<file path="config.mk">
export PLATFORM = sky130hd
export DESIGN_NAME = seg_xlate
export DESIGN_NICKNAME = d
export VERILOG_FILES = /design/src/rtl/seg_pkg.sv /design/src/rtl/seg_table.sv /design/src/rtl/seg_check.sv /design/src/rtl/seg_xlate.sv
export SDC_FILE = /design/constraint.sdc
export NUM_CORES = 1
export LEC_CHECK = 0
export ABC_AREA = 1
export CAP_MARGIN = 30
export CORE_ASPECT_RATIO = 0.7
export CORE_MARGIN = 2
export CORE_UTILIZATION = 56
export DETAILED_ROUTE_END_ITERATION = 12
export PLACE_DENSITY = 0.82
export SLEW_MARGIN = 20
export SYNTH_ARGS = -nofsm -noshare
export SYNTH_HDL_FRONTEND = slang
export SYNTH_SLANG_ARGS = --single-unit
</file>
<file path="constraint.sdc">
create_clock -name clk -period 3.8 [get_ports clk]
set_clock_uncertainty 0.2 [all_clocks]
set_input_delay 0.57 -clock clk [delete_from_list [all_inputs] [get_ports clk]]
set_output_delay 0.57 -clock clk [all_outputs]
set_load 0.01 [all_outputs]
</file>
<file path="src/rtl/seg_pkg.sv">
package seg_pkg;
    localparam int DEF_ADDR_W = 16;
    localparam int DEF_SEG_W  = 3;
    localparam int DEF_LIM_W  = 14;

    typedef enum logic [1:0] {
        RS_IDLE  = 2'd0,
        RS_GRANT = 2'd1,
        RS_FAULT = 2'd2
    } rs_state_t;
endpackage

</file>
<file path="src/rtl/seg_table.sv">
module seg_table #(
    parameter int N_SEG  = 8,
    parameter int ADDR_W = 16,
    parameter int LIM_W  = 14,
    localparam int IDX_W = $clog2(N_SEG)
) (
    input  logic              clk,
    input  logic              rst_n,
    input  logic              wr_en,
    input  logic [IDX_W-1:0]  wr_idx,
    input  logic [ADDR_W-1:0] wr_base,
    input  logic [LIM_W-1:0]  wr_limit,
    input  logic              wr_present,
    input  logic [IDX_W-1:0]  rd_idx,
    output logic [ADDR_W-1:0] rd_base,
    output logic [LIM_W-1:0]  rd_limit,
    output logic              rd_present
);
    logic [ADDR_W-1:0] base_q [N_SEG];
    logic [LIM_W-1:0]  lim_q  [N_SEG];
    logic              pres_q [N_SEG];

    for (genvar g = 0; g < N_SEG; g++) begin : g_entry
        always_ff @(posedge clk) begin
            if (!rst_n) begin
                base_q[g] <= '0;
                lim_q[g]  <= '0;
                pres_q[g] <= 1'b0;
            end else if (wr_en && (wr_idx == IDX_W'(g))) begin
                base_q[g] <= wr_base;
                lim_q[g]  <= wr_limit;
                pres_q[g] <= wr_present;
            end
        end
    end

    // read sees the contents from before this edge's write
    always_comb begin
        rd_base    = base_q[rd_idx];
        rd_limit   = lim_q[rd_idx];
        rd_present = pres_q[rd_idx];
    end
endmodule

</file>
<file path="src/rtl/seg_check.sv">
module seg_check #(
    parameter int ADDR_W = 16,
    parameter int OFF_W  = 13,
    parameter int LIM_W  = 14
) (
    input  logic              present,
    input  logic [ADDR_W-1:0] base,
    input  logic [LIM_W-1:0]  limit,
    input  logic [OFF_W-1:0]  offset,
    output logic              legal,
    output logic [ADDR_W-1:0] paddr
);
    logic [ADDR_W:0] sum;
    logic            in_range;

    always_comb begin
        in_range = {{(LIM_W-OFF_W){1'b0}}, offset} < limit;
        sum      = {1'b0, base} + {{(ADDR_W+1-OFF_W){1'b0}}, offset};
        legal    = present && in_range && !sum[ADDR_W];
        paddr    = sum[ADDR_W-1:0];
    end
endmodule

</file>
<file path="src/rtl/seg_xlate.sv">
module seg_xlate
    import seg_pkg::*;
#(
    parameter int ADDR_W = DEF_ADDR_W,
    parameter int SEG_W  = DEF_SEG_W,
    parameter int LIM_W  = DEF_LIM_W,
    localparam int OFF_W = ADDR_W - SEG_W,
    localparam int N_SEG = 1 << SEG_W
) (
    input  logic              clk,
    input  logic              rst_n,
    input  logic              wr_en,
    input  logic [SEG_W-1:0]  wr_idx,
    input  logic [ADDR_W-1:0] wr_base,
    input  logic [LIM_W-1:0]  wr_limit,
    input  logic              wr_present,
    input  logic              rq_valid,
    input  logic [ADDR_W-1:0] rq_addr,
    output logic              rs_valid,
    output logic              rs_trap,
    output logic [ADDR_W-1:0] rs_paddr
);
    logic [SEG_W-1:0]  rq_seg;
    logic [OFF_W-1:0]  rq_off;
    logic [ADDR_W-1:0] ent_base;
    logic [LIM_W-1:0]  ent_limit;
    logic              ent_present;
    logic              legal;
    logic [ADDR_W-1:0] sum_addr;

    rs_state_t         state_q, state_d;
    logic [ADDR_W-1:0] paddr_q, paddr_d;

    assign rq_seg = rq_addr[ADDR_W-1:OFF_W];
    assign rq_off = rq_addr[OFF_W-1:0];

    seg_table #(.N_SEG(N_SEG), .ADDR_W(ADDR_W), .LIM_W(LIM_W)) u_table (
        .clk        (clk),
        .rst_n      (rst_n),
        .wr_en      (wr_en),
        .wr_idx     (wr_idx),
        .wr_base    (wr_base),
        .wr_limit   (wr_limit),
        .wr_present (wr_present),
        .rd_idx     (rq_seg),
        .rd_base    (ent_base),
        .rd_limit   (ent_limit),
        .rd_present (ent_present)
    );

    seg_check #(.ADDR_W(ADDR_W), .OFF_W(OFF_W), .LIM_W(LIM_W)) u_check (
        .present (ent_present),
        .base    (ent_base),
        .limit   (ent_limit),
        .offset  (rq_off),
        .legal   (legal),
        .paddr   (sum_addr)
    );

    // next state: accept / reject / quiet
    always_comb begin
        state_d = RS_IDLE;
        paddr_d = '0;
        if (rq_valid) begin
            if (legal) begin
                state_d = RS_GRANT;
                paddr_d = sum_addr;
            end else begin
                state_d = RS_FAULT;
            end
        end
    end

    always_ff @(posedge clk) begin
        if (!rst_n) begin
            state_q <= RS_IDLE;
            paddr_q <= '0;
        end else begin
            state_q <= state_d;
            paddr_q <= paddr_d;
        end
    end

    always_comb begin
        rs_valid = 1'b0;
        rs_trap  = 1'b0;
        rs_paddr = '0;
        unique case (state_q)
            RS_IDLE:  ;
            RS_GRANT: begin
                rs_valid = 1'b1;
                rs_paddr = paddr_q;
            end
            RS_FAULT: rs_trap = 1'b1;
            default:  ;
        endcase
    end
endmodule

</file>
==> impl_metrics.csv, run 1 <==
group,metric,value,unit
layout,fin_nets,1405,
detailed_routing,postRouteWirelength,34.01,mm
die,std_cell_rows,45,
clock_network,cts_hold_buffers,0,
power_and_ir_drop,peakVddDrop,390.2,uV
yosys,yosys.cell_types.count,37,
die,die_w,182.0,um
yosys,synth.avg_cell_area,9.798,um2
setup_path,crit_required,4.06,ns
layout,area_growth,16.73,%
die,num_io_pins,72,
die,coreArea,21730,um2
grt,grt_start_max_net_pins,57,
detailed_routing,drtAntennaViolNets,0,
detailed_routing,dr.pass1.iters,6,
sta,slew_viol_final,0,
sta,tightest_slew,0.8655,ns
place,portBuffers,71,
layout,fillers,1625,
yosys,synth_ff_type,"edfxtp_1",
layout,mostFrequentLayoutCells,"nor2_1 (441), edfxtp_1 (247), o21ai_0 (126)",
yosys,synth_area,12410,um2
yosys,synth_cells,1267,
clock_network,cts_buffers,26,
clock_network,cts_tree,"yes",
yosys,ys_ff_latch,266,
die,die_h,128.6,um
clock_network,clockRootBuffer,"clkbuf_16",
power_and_ir_drop,p_total,0.007223,W
grt,grt_pass1_wl,52.14,mm
sta,hold_viol,0,
yosys,yosys_warnings,0,
clock_network,worstSkewPairLatency,0.54,ns
detailed_routing,wl_per_cell,20.90,um
die,dieArea,23390,um2
setup_path,crit_fanout,17,
grt,grt_overflow,0,
sta,max_freq,281.8,MHz
layout,utilization,66.68,%
clock_network,clkTransAtPathRegs,0.06,ns
place,gp_congestion,0.9337,
setup_path,crit_family,"buffers and inverters",
clock_network,clock_path_buffers,3,
sta,hold_slack,0.3349,ns
setup_path,cp.arrival,3.81,ns
detailed_routing,drc,0,
layout,final_common_cell,"nor2_1",
detailed_routing,viasPerCell,5.968,
layout,antenna_cells,0,
grt,antenna_found_initial,0,
power_and_ir_drop,cellLeakagePower,5.643,nW
setup_path,path_class,"input pin to register",
grt,track_usage,29.31,%
yosys,seq_area_frac_synth,62.81,%
yosys,synthesis.nets,1347,
yosys,synthArstFlopShare,0,%
layout,multiInputGateArea,3924,um2
status,status,"complete, no violations",
sta,rsz0062_at_grt,"no",
hold_path,hold_path_class,"register to register",
clock_network,cts_sinks,266,
sta,slew-limit-headroom,42.14,%
place,hpwlAfterDp,19.76,mm
grt,grt_pass1_vias,9646,
job,max_cap_violations,0,
die,initial_core_util,57.12,%
yosys,synth_edf_count,247,
sta,setup_viol,0,
clock_network,h-tree-depth,1,
setup_path,worstSetupEndpointType,"register",
clock_network,cts_setup_buffers,0,
setup_path,path_cells,"clkdlybuf4s50_1 > inv_1 > buf_4 > nor2_1 > a31oi_1 > ha_1 > inv_1 > o21ai_0 > a21boi_0 > nand3_1 > nand3_2 > nand2_2 > nand2_2 > nand4_4 > nor2_1",
setup_path,cp_num_buf_inv,4,
setup_path,cpPeakStageDelay,0.44,ns
layout,regArea,7797,um2
detailed_routing,drt-initial-drc-count,1443,
setup_path,cp-start-kind,"input pin",
setup_path,slowest_stage,"clkdlybuf4s50_1",
layout,drive_gt1_share,7.361,%
sta,period_needed,3.548,ns
power_and_ir_drop,power_density,498.5,nW/um2
sta,fin_crit_sh,93.38,%
detailed_routing,vias,9710,
clock_network,cts_resized,0,
==> sequential cells by signal (all words and copies together) (netlist names) <==
register and count:
paddr_q 16, state_q 2, u_table.base_q 128, u_table.pres_q 8, u_table.lim_q 112
==> synthesized netlist by cell type (2+ instances only) <==
cell type	n	area (um2)
inv_1	93	349.1
ha_1	25	312.8
nor2_2	10	62.56
dfxtp_1	19	380.4
a211oi_1	2	15.01
o21ai_0	127	635.6
o21ai_1	7	35.03
xor2_1	7	61.31
nand3_1	39	195.2
xnor2_1	4	35.03
buf_4	2	15.01
o22ai_1	27	168.9
a31oi_1	14	87.58
a21boi_0	3	22.52
clkbuf_1	57	214.0
buf_2	4	20.02
o221ai_1	12	105.1
buf_1	6	22.52
nand2_2	3	18.77
edfxtp_1	247	7417
nor2_1	441	1655
o211ai_1	2	15.01
buf_6	5	56.30
nand2_1	85	319.1
a21oi_1	14	70.07
==> cell type report <==
cell class	count	share of cell area [%]
Sequential cell	266	53.81
Tap cell	282	2.435
Clock buffer	35	5.448
Multi-Input combinational cell	831	27.08
Inverter	95	2.495
Timing Repair Buffer	105	7.391
Clock inverter	13	1.347
==> kinds of logic (layout without fill, tap and decap cells) <==
logic type	after synthesis	in the layout	share of synthesized area (%)
flops	266	266	62.81
compound gates	211	211	9.494
buf+inv	170	248	5.674
fa+ha+maj	26	26	2.681
xor+xnor	11	11	0.7760
simple gates	583	583	18.56
==> worst paths after layout <==
check / from / endpoint / slack (ns) / depth (start not counted)
max: rq_addr[15] / paddr_q[6] / 0.25 / 15
min: u_table.pres_q[4] / u_table.pres_q[4] / 0.33 / 2
max reg2reg: u_table.base_q[5][9] / paddr_q[6] / 0.62 / 14
min reg2reg: u_table.pres_q[4] / u_table.pres_q[4] / 0.33 / 2
==> worst reg2reg max path, stage by stage (launching register included) <==
cell and delay [ns]:
edfxtp_1 0.34, o21ai_0 0.08, o22ai_1 0.26, nor2_1 0.08, a31oi_1 0.36, ha_1 0.39, inv_1 0.09, o21ai_0 0.12
a21boi_0 0.25, nand3_1 0.19, nand3_2 0.10, nand2_2 0.07, nand2_2 0.09, nand4_4 0.30, nor2_1 0.19
==> per-stage QoR <==
step	area (um2)	instances	worst slack (ns)	TNS, ns
finish	14490	1627	0.2516	0
floorplan	12410	1267	0.2845	0
global placement	13510	1579	0.1123	0
global route	14490	1627	0.1210	0
detailed placement	13510	1579	-0.06727	-0.6695
CTS	14490	1627	0.4090	0
==> power by group <==
part	internal (W)	leakage [nW]	total (W)	switching [W]
Clock	0.00180	0.481	0.00294	0.00114
Combinational	0.000275	2.62	0.000841	0.000566
Sequential	0.00339	2.54	0.00344	0.0000511
==> metal layers <==
metal | GRT usage (%) | vias to the layer above | wire [um]
li1 | - | 4383 | -
met4 | 9.630 | 0 | 811
met1 | 40.40 | 4583 | 13550
met2 | 45.35 | 666 | 14930
met5 | 0 | - | 0
met3 | 8.633 | 78 | 4717
No activity file was read; power rests on OpenSTA's default activity.
==> run 2: changes to the inputs <==
CAP_MARGIN = 10   (was 30)
==> results of run 2 <==
The final DEF is identical to that of run 1; final timing and power are the same.
==> run 3: changes to the inputs <==
TNS_END_PERCENT = 20   (was unset)
==> results of run 3 <==
The final DEF is identical to that of run 1; final timing and power are the same.
